[src/rtl/hcd_pkg.sv]
package hcd_pkg;
   localparam int NPH = 3;

   typedef enum logic [1:0] {
      PH_OFF  = 2'b00,
      PH_HIGH = 2'b01,
      PH_LOW  = 2'b10
   } phase_cmd_t;
endpackage

[src/rtl/hcd_hall_map.sv]
module hcd_hall_map
   import hcd_pkg::*;
(
   input  logic                   [2:0] hall_i,
   input  logic                         rev_i,
   output phase_cmd_t [NPH-1:0]         cmd_o,
   output logic                         valid_o
);
   logic [2:0] eff;
   logic [2:0] key;

   // reverse direction: complement every sensor bit
   assign eff     = rev_i ? ~hall_i : hall_i;
   // key ordered sensor1, sensor2, sensor3 (msb first)
   assign key     = {eff[0], eff[1], eff[2]};
   assign valid_o = (key != 3'b000) && (key != 3'b111);

   always_comb begin
      cmd_o = '{default: PH_OFF};
      unique case (key)
         3'b010: begin cmd_o[0] = PH_HIGH; cmd_o[1] = PH_LOW;  cmd_o[2] = PH_OFF;  end
         3'b011: begin cmd_o[0] = PH_HIGH; cmd_o[1] = PH_OFF;  cmd_o[2] = PH_LOW;  end
         3'b001: begin cmd_o[0] = PH_OFF;  cmd_o[1] = PH_HIGH; cmd_o[2] = PH_LOW;  end
         3'b101: begin cmd_o[0] = PH_LOW;  cmd_o[1] = PH_HIGH; cmd_o[2] = PH_OFF;  end
         3'b100: begin cmd_o[0] = PH_LOW;  cmd_o[1] = PH_OFF;  cmd_o[2] = PH_HIGH; end
         3'b110: begin cmd_o[0] = PH_OFF;  cmd_o[1] = PH_LOW;  cmd_o[2] = PH_HIGH; end
         default: cmd_o = '{default: PH_OFF};
      endcase
   end
endmodule

[src/rtl/hcd_uv_monitor.sv]
module hcd_uv_monitor #(
   parameter int VW      = 8,
   parameter int UV_FALL = 100,
   parameter int UV_RISE = 112
) (
   input  logic          clk,
   input  logic          rst_n,
   input  logic [VW-1:0] vsup_i,
   output logic          lock_o
);
   localparam logic [VW-1:0] FALL_C = VW'(UV_FALL);
   localparam logic [VW-1:0] RISE_C = VW'(UV_RISE);

   initial begin
      assert (UV_RISE > UV_FALL) else $error("hcd_uv_monitor: UV_RISE must exceed UV_FALL");
      assert (UV_RISE < (1 << VW)) else $error("hcd_uv_monitor: UV_RISE does not fit VW");
   end

   logic lock_q;
   logic below_fall;
   logic below_rise;

   assign below_fall = vsup_i < FALL_C;
   assign below_rise = vsup_i < RISE_C;

   always_ff @(posedge clk or negedge rst_n) begin
      if (!rst_n)      lock_q <= 1'b1;
      else if (lock_q) lock_q <= below_rise;
      else             lock_q <= below_fall;
   end

   assign lock_o = lock_q;

   // a reading below the falling threshold always locks
   a_r6_trip_lock: assert property (@(posedge clk) disable iff (!rst_n)
      (vsup_i < FALL_C) |=> lock_o);
   // while locked, only a reading at or above the rising threshold releases
   a_r6_hold_lock: assert property (@(posedge clk) disable iff (!rst_n)
      (lock_o && (vsup_i < RISE_C)) |=> lock_o);
endmodule

[src/rtl/hcd_ilim_blank.sv]
module hcd_ilim_blank (
   input  logic clk,
   input  logic rst_n,
   input  logic pwm_on_i,
   input  logic ilim_i,
   output logic blank_o
);
   logic pwm_prev_q;
   logic blank_q;
   logic period_start;

   assign period_start = pwm_on_i & ~pwm_prev_q;
   // trip blanks at once; the latch drops only at a period start
   assign blank_o      = ilim_i | (blank_q & ~period_start);

   always_ff @(posedge clk or negedge rst_n) begin
      if (!rst_n) begin
         pwm_prev_q <= 1'b0;
         blank_q    <= 1'b0;
      end else begin
         pwm_prev_q <= pwm_on_i;
         blank_q    <= blank_o;
      end
   end

   // without a new period the blanking persists
   a_r8_blank_holds: assert property (@(posedge clk) disable iff (!rst_n)
      (blank_q && !pwm_on_i) |=> blank_q);
endmodule

[src/rtl/hcd_phase_gate.sv]
module hcd_phase_gate #(
   parameter int DEAD_CYC = 4
) (
   input  logic clk,
   input  logic rst_n,
   input  logic up_req_i,
   input  logic lo_req_i,
   output logic up_o,
   output logic lo_o
);
   localparam int CW = $clog2(DEAD_CYC + 1) + 1;
   localparam logic [CW-1:0] DEAD_C = CW'(DEAD_CYC);

   initial begin
      assert (DEAD_CYC >= 1) else $error("hcd_phase_gate: DEAD_CYC must be at least 1");
   end

   logic          up_q, lo_q;
   logic [CW-1:0] quiet_q;
   logic          idle;
   logic          may_on;

   assign idle   = ~up_q & ~lo_q;
   assign may_on = idle & (quiet_q == DEAD_C);

   always_ff @(posedge clk or negedge rst_n) begin
      if (!rst_n) begin
         up_q    <= 1'b0;
         lo_q    <= 1'b0;
         quiet_q <= '0;
      end else begin
         up_q <= up_req_i & (up_q | may_on);
         lo_q <= lo_req_i & (lo_q | may_on) & ~up_req_i;
         if (!idle)                quiet_q <= '0;
         else if (quiet_q != DEAD_C) quiet_q <= quiet_q + 1'b1;
      end
   end

   assign up_o = up_q;
   assign lo_o = lo_q;

   // no shoot-through
   a_r9_exclusive: assert property (@(posedge clk) disable iff (!rst_n)
      !(up_o && lo_o));
   // a rising upper enable follows at least two idle cycles of its phase
   a_r10_up_gap: assert property (@(posedge clk) disable iff (!rst_n)
      $rose(up_o) |-> ($past(!lo_o) && $past(!lo_o, 2) && $past(!up_o, 2)));
   // same for the lower enable
   a_r10_lo_gap: assert property (@(posedge clk) disable iff (!rst_n)
      $rose(lo_o) |-> ($past(!up_o) && $past(!up_o, 2) && $past(!lo_o, 2)));
endmodule

[src/rtl/hall_commutator.sv]
module hall_commutator
   import hcd_pkg::*;
#(
   parameter int DEAD_CYC  = 4,
   parameter int VW        = 8,
   parameter int UV_FALL   = 100,
   parameter int UV_RISE   = 112,
   parameter bit SYNC_RECT = 1'b1
) (
   input  logic          clk,
   input  logic          rst_n,
   input  logic [2:0]    hall_i,
   input  logic          rev_i,
   input  logic          pwm_on_i,
   input  logic          stop_i,
   input  logic          init_rst_i,
   input  logic [VW-1:0] vsup_i,
   input  logic          ovt_i,
   input  logic          ilim_i,
   output logic [2:0]    up_en_o,
   output logic [2:0]    lo_en_o
);
   phase_cmd_t [NPH-1:0] cmd;
   logic                 key_valid;
   logic                 uv_lock;
   logic                 ilim_blank;
   logic                 kill_all;
   logic                 high_up;
   logic                 high_lo;
   logic [NPH-1:0]       up_req, lo_req;

   hcd_hall_map u_map (
      .hall_i  (hall_i),
      .rev_i   (rev_i),
      .cmd_o   (cmd),
      .valid_o (key_valid)
   );

   hcd_uv_monitor #(
      .VW      (VW),
      .UV_FALL (UV_FALL),
      .UV_RISE (UV_RISE)
   ) u_uv (
      .clk    (clk),
      .rst_n  (rst_n),
      .vsup_i (vsup_i),
      .lock_o (uv_lock)
   );

   hcd_ilim_blank u_ilim (
      .clk      (clk),
      .rst_n    (rst_n),
      .pwm_on_i (pwm_on_i),
      .ilim_i   (ilim_i),
      .blank_o  (ilim_blank)
   );

   assign kill_all = stop_i | init_rst_i | uv_lock | ~key_valid;
   assign high_up  = pwm_on_i & ~ovt_i & ~ilim_blank;

   generate
      if (SYNC_RECT) begin : g_sync_rect
         assign high_lo = ~pwm_on_i;
      end else begin : g_freewheel
         assign high_lo = 1'b0;
      end
   endgenerate

   for (genvar p = 0; p < NPH; p++) begin : g_phase
      always_comb begin
         up_req[p] = 1'b0;
         lo_req[p] = 1'b0;
         if (!kill_all) begin
            unique case (cmd[p])
               PH_HIGH: begin up_req[p] = high_up; lo_req[p] = high_lo; end
               PH_LOW:  lo_req[p] = 1'b1;
               default: ;
            endcase
         end
      end

      hcd_phase_gate #(.DEAD_CYC(DEAD_CYC)) u_gate (
         .clk      (clk),
         .rst_n    (rst_n),
         .up_req_i (up_req[p]),
         .lo_req_i (lo_req[p]),
         .up_o     (up_en_o[p]),
         .lo_o     (lo_en_o[p])
      );
   end

   // equal sensor levels drop every switch
   a_r4_invalid_off: assert property (@(posedge clk) disable iff (!rst_n)
      ((hall_i == 3'b000) || (hall_i == 3'b111)) |=> (up_en_o == 3'b000 && lo_en_o == 3'b000));
   // stop or initial reset drop every switch
   a_r5_stop_off: assert property (@(posedge clk) disable iff (!rst_n)
      (stop_i || init_rst_i) |=> (up_en_o == 3'b000 && lo_en_o == 3'b000));
   // overtemperature clears the upper switches
   a_r7_ovt_upper: assert property (@(posedge clk) disable iff (!rst_n)
      ovt_i |=> (up_en_o == 3'b000));
   // a current-limit trip clears the upper switches
   a_r8_ilim_upper: assert property (@(posedge clk) disable iff (!rst_n)
      ilim_i |=> (up_en_o == 3'b000));
endmodule

[config.mk]
export PLATFORM = sky130hd
export DESIGN_NAME = hall_commutator
export DESIGN_NICKNAME = d
export VERILOG_FILES = /design/src/rtl/hcd_pkg.sv /design/src/rtl/hcd_hall_map.sv /design/src/rtl/hcd_uv_monitor.sv /design/src/rtl/hcd_ilim_blank.sv /design/src/rtl/hcd_phase_gate.sv /design/src/rtl/hall_commutator.sv
export SDC_FILE = /design/constraint.sdc
export NUM_CORES = 1
export LEC_CHECK = 0
export BUFFER_PORTS_ARGS = -buffer_cell sky130_fd_sc_hd__buf_2
export CAP_MARGIN = 30
export CELL_PAD_IN_SITES_DETAIL_PLACEMENT = 0
export CELL_PAD_IN_SITES_GLOBAL_PLACEMENT = 1
export CORE_AREA = 2 2 57 64
export DETAILED_ROUTE_END_ITERATION = 12
export DIE_AREA = 0 0 59 66
export PLACE_DENSITY_LB_ADDON = 0.1
export SLEW_MARGIN = 20
export SYNTH_ARGS = -nofsm -noshare
export SYNTH_HDL_FRONTEND = slang
export SYNTH_SLANG_ARGS = --single-unit
[constraint.sdc]
create_clock -name clk -period 2.7 [get_ports clk]
set_input_delay 0.81 -clock clk [delete_from_list [all_inputs] [get_ports clk]]
set_output_delay 0.81 -clock clk [all_outputs]
set_load 0.01 [all_outputs]
==> reports/summary.md <==
The clock passes through at most 2 buffers. The netlist area before placement was 1409 sq um; the number of antenna repair diodes was 0. For this design, the CTS-stage hold fixing added 0 buffers.

Counting every sink on the clock net gives 21. The synthesized design contains 21 register bits. The die covers 3894 sq um. The kind of cell with the highest combined delay on the critical path was adder cells. The I/O pin total was 25.

The global placement routability congestion came out at 0.7602. The final wirelength came out at 2451 um. Clock-pin slew was measured on the worst setup and hold paths at 0.11 ns.

STA classifies the critical path startpoint as an input pin. Walking the worst path, the cells encountered are buf_2 > xnor2_1 > inv_1 > ha_1 > nor2_1 > nor2b_1 > ha_1 > o21bai_1 > a2111oi_1. The total area of multi-input combinational cells was 792.0 sq um; the number of enable flip-flop cells after synthesis was 0. The XOR/XNOR share of the synthesized area was 4.885%. The cell taking the most area after synthesis was sky130_fd_sc_hd__dfrtp_1.

The run gives 0 ns as the post-route setup TNS. The critical setup path kind is input pin to flip-flop. Capturing element type of the critical path: a flip-flop. Registers take 526.8 sq um. The synthesized netlist devotes 14.74% of its cell area to simple gates. The final net count is 192. Setup repair after global routing left no endpoint under its margin. The tools report the static leakage power as 0.7772 nW. For this run, design rule violations remaining after detail routing come to 0.

Gates resized during post-CTS repair numbered 0. Power spread over the standard cell area amounts to 738.7 nW/um^2. After synthesis, the cell types taking the most area are sky130_fd_sc_hd__dfrtp_1 (36%), sky130_fd_sc_hd__ha_1 (12%), sky130_fd_sc_hd__mux2i_1 (7.1%). TritonCTS built the clock tree. Once detail routing completed, the nets flagged for antenna violations numbered 0. The internal power summed over all cells was 0.7385 mW; the clock period minus final worst setup slack was 2.298 ns.

For the endpoint arrival time on the critical path, the log shows 2.47 ns. From bottom edge to top edge, the die measures 66 um. Part of the total power dissipated in combinational logic: 43.0%. The path category of the worst min-delay check was input pin to async pin.

The proportion of layout cells with a drive suffix above 1 is 24.68%. By instance count, the cell type seen most on the critical path is sky130_fd_sc_hd__ha_1. The number of buffers inserted by port buffering is 22. The run finished with clean final reports. The detailed router placed 1,003 vias in this run. Summing the areas of all compound-gate instances in the mapped netlist gives 16.25% of the synthesized area. Final count of pins violating max slew: 0. The number of rows in the core area came out at 22. The net switching power was 0.4167 mW. The number of global-route vias before repair was 1,085. The cell area after placement was 1538 sq um. Together, buffers and inverters on the worst path number 2. At the placement stage, the worst setup path has a slack of 0.06425 ns. Area fraction of the dominant cell type after synthesis: 35.52%. Setup slack closes at 0.4019 ns. The Yosys warning count is 0, and the delay of the slowest cell on the worst path is 0.29 ns. The most used flip-flop cell after synthesis is sky130_fd_sc_hd__dfrtp_1.

After routing the design area is 1564 sq um. Wire length per cell: 12.63 um. Synthesis produced 135 cells. The adder-cell share of the synthesized area is 12.43%. The logs give 60.74% for the relative max-transition margin and 4491 um for the first-pass GRT wire length. The number of buffers created by CTS was 3. Entering global routing, the biggest net connects 22 pins.

The clock network fraction of design power is 12.7%. The count of max-cap constraint violations came out at 0. The area growth from synthesis to layout is 11.01%. Measured along the x axis, the die boundary spans 59 um. The sequential element share of the synthesized area came out at 37.39%. The number of different library cells used by synthesis comes to 30. Register share of total power: 44.3%. Critical-path cell with the highest stage delay: sky130_fd_sc_hd__ha_1.

Setup violations remaining at the end of the flow were counted as 0. Number of endpoints with negative hold slack in the final report: 0. The clock arrives with 0.001814 ns of skew. For the worst voltage drop across the vdd grid, the log shows 213.0 uV. In this run, the number of DRC markers left after iteration 0 of detailed routing was 21.

In the global route stage, overall resource usage came out at 15.24%. The region available for standard cell placement spans 3248 sq um. For the initial antenna violation count, the log shows 0. After synthesis, the mean cell area works out to 10.44 sq um. Post-synth net total: 168. The count of TritonRoute iterations in the first routing pass came out at 3.

The tree is rooted in a sky130_fd_sc_hd__clkbuf_4. Number of H-tree levels: 1. The tools report the fill cell total of the finished layout as 320.

Buffers added to address setup during post-CTS repair amount to 0. The worst-path maximum fanout is 5. The vias per cell was 5.170; the worst-skew pair later-pin latency was 0.29 ns. Maximum frequency from static timing analysis: 435.2 MHz.

Detailed placement finished with a half-perimeter wire length of 1950 um. The initial utilization of the core area, before any placement, comes to 43.37%. The post-route clock period utilization was 85.11%. STA puts the critical path data required time at 2.88 ns.

Of the total power, the share spent switching nets is 36.07%. The share of async-settable or async-resettable flops after synthesis came out at 100.0%. Total congestion overflow after global routing: 0. After synthesis, the largest family of logic cells by area is compound AO/OA/AOI/OAI gates.

The slew at the pin closest to its max-slew limit was 0.5725 ns; the mux share of post-synthesis cell area was 7.904%.
-- worst reg2reg max path: cells and delay by family, from the launching register on --
family,cells,cell delay [ns]
compound gates,2,0.60
fa+ha+maj,1,0.16
buf+inv,1,0.07
flops,1,0.44
simple gates,1,0.22
-- power by group through the flow --
stage	sequential (mW)	combinational [mW]	clock [mW]
after floorplan	0.495	0.408	0
after global placement	0.512	0.482	0
after detailed placement	0.517	0.507	0
after CTS	0.512	0.510	0.155
after global routing	0.529	0.582	0.173
final	0.512	0.497	0.147
-- synth_stat cells, types with 3 or more instances --
master and count:
sky130_fd_sc_hd__dfrtp_1 20, sky130_fd_sc_hd__ha_1 14, sky130_fd_sc_hd__mux2i_1 10, sky130_fd_sc_hd__inv_1 9
sky130_fd_sc_hd__nor3_1 9, sky130_fd_sc_hd__nor2_1 7, sky130_fd_sc_hd__buf_4 6, sky130_fd_sc_hd__o21ai_0 6
sky130_fd_sc_hd__o21ba_2 6, sky130_fd_sc_hd__xnor2_1 5, sky130_fd_sc_hd__nand3b_1 4, sky130_fd_sc_hd__nor2b_1 4
sky130_fd_sc_hd__o21bai_1 4, sky130_fd_sc_hd__a21o_1 3, sky130_fd_sc_hd__a31oi_1 3, sky130_fd_sc_hd__nand2b_1 3
sky130_fd_sc_hd__nand3_1 3, sky130_fd_sc_hd__nor4b_1 3
-- cell families after synthesis --
family | after synthesis
fa+ha+maj | 14
simple gates | 36
xor+xnor | 7
compound gates | 30
flops | 21
mux | 11
buf+inv | 16
-- layout make-up --
class / instances / area share, %
clock buffer: 4 / 1.680
inverter: 9 / 2.160
multi-input combinational: 98 / 50.64
sequential: 21 / 33.68
tap: 36 / 2.880
timing repair buffer: 26 / 8.960
-- per-stage QoR --
step / hold WS (ns) / power (mW) / std cells / util, %
finish: 0.4457 / 1.155 / 194 / 48.15
global route: 0.4712 / 1.284 / 194 / 48.15
CTS: 0.4587 / 1.177 / 194 / 48.15
detailed placement: 0.4779 / 1.024 / 190 / 47.34
global placement: 0.4585 / 0.9942 / 190 / 47.34
floorplan: 0.4494 / 0.9027 / 135 / -
-- routing by layer --
| layer | track usage (%) | vias up | wire length, um |
|---|---|---|---|
| li1 | - | 523 | - |
| met1 | 17.79 | 462 | 1126 |
| met2 | 26.94 | 16 | 1222 |
| met3 | 2.348 | 2 | 80 |
| met4 | 6.818 | 0 | 22 |
| met5 | 0 | - | 0 |
-- state kept, by name, indices dropped and copies added, names as in the netlist --
| signal | flops |
|---|---|
| g_phase.u_gate.lo_o | 3 |
| g_phase.u_gate.quiet_q | 12 |
| g_phase.u_gate.up_o | 3 |
| u_ilim.blank_q | 1 |
| u_ilim.pwm_prev_q | 1 |
| u_uv.lock_o | 1 |
-- worst paths after layout --
check / end / cells past startpoint / slack (ns) / from
hold reg to reg: u_ilim.blank_q / 1 / 0.49 / u_ilim.blank_q
setup / recovery: g_phase[0].u_gate.lo_o / 9 / 0.40 / hall_i[2]
max in group asynchronous: u_uv.lock_o / 1 / 1.91 / rst_n
min in group clk: u_ilim.blank_q / 1 / 0.49 / u_ilim.blank_q
setup reg to reg: g_phase[0].u_gate.lo_o / 5 / 1.09 / g_phase[0].u_gate.quiet_q[0]
hold / removal: g_phase[2].u_gate.quiet_q[2] / 1 / 0.45 / rst_n
-- layout by cell type, fill, tap and decap left out, types with 5 or more instances in the layout --
cell and instances:
sky130_fd_sc_hd__o21ai_0 6, sky130_fd_sc_hd__nor2_1 7, sky130_fd_sc_hd__o21ba_2 6, sky130_fd_sc_hd__inv_1 9, sky130_fd_sc_hd__xnor2_1 5, sky130_fd_sc_hd__nor3_1 9, sky130_fd_sc_hd__buf_2 22, sky130_fd_sc_hd__mux2i_1 10
sky130_fd_sc_hd__ha_1 14, sky130_fd_sc_hd__dfrtp_1 20
No activity file was read; power rests on OpenSTA's default activity.
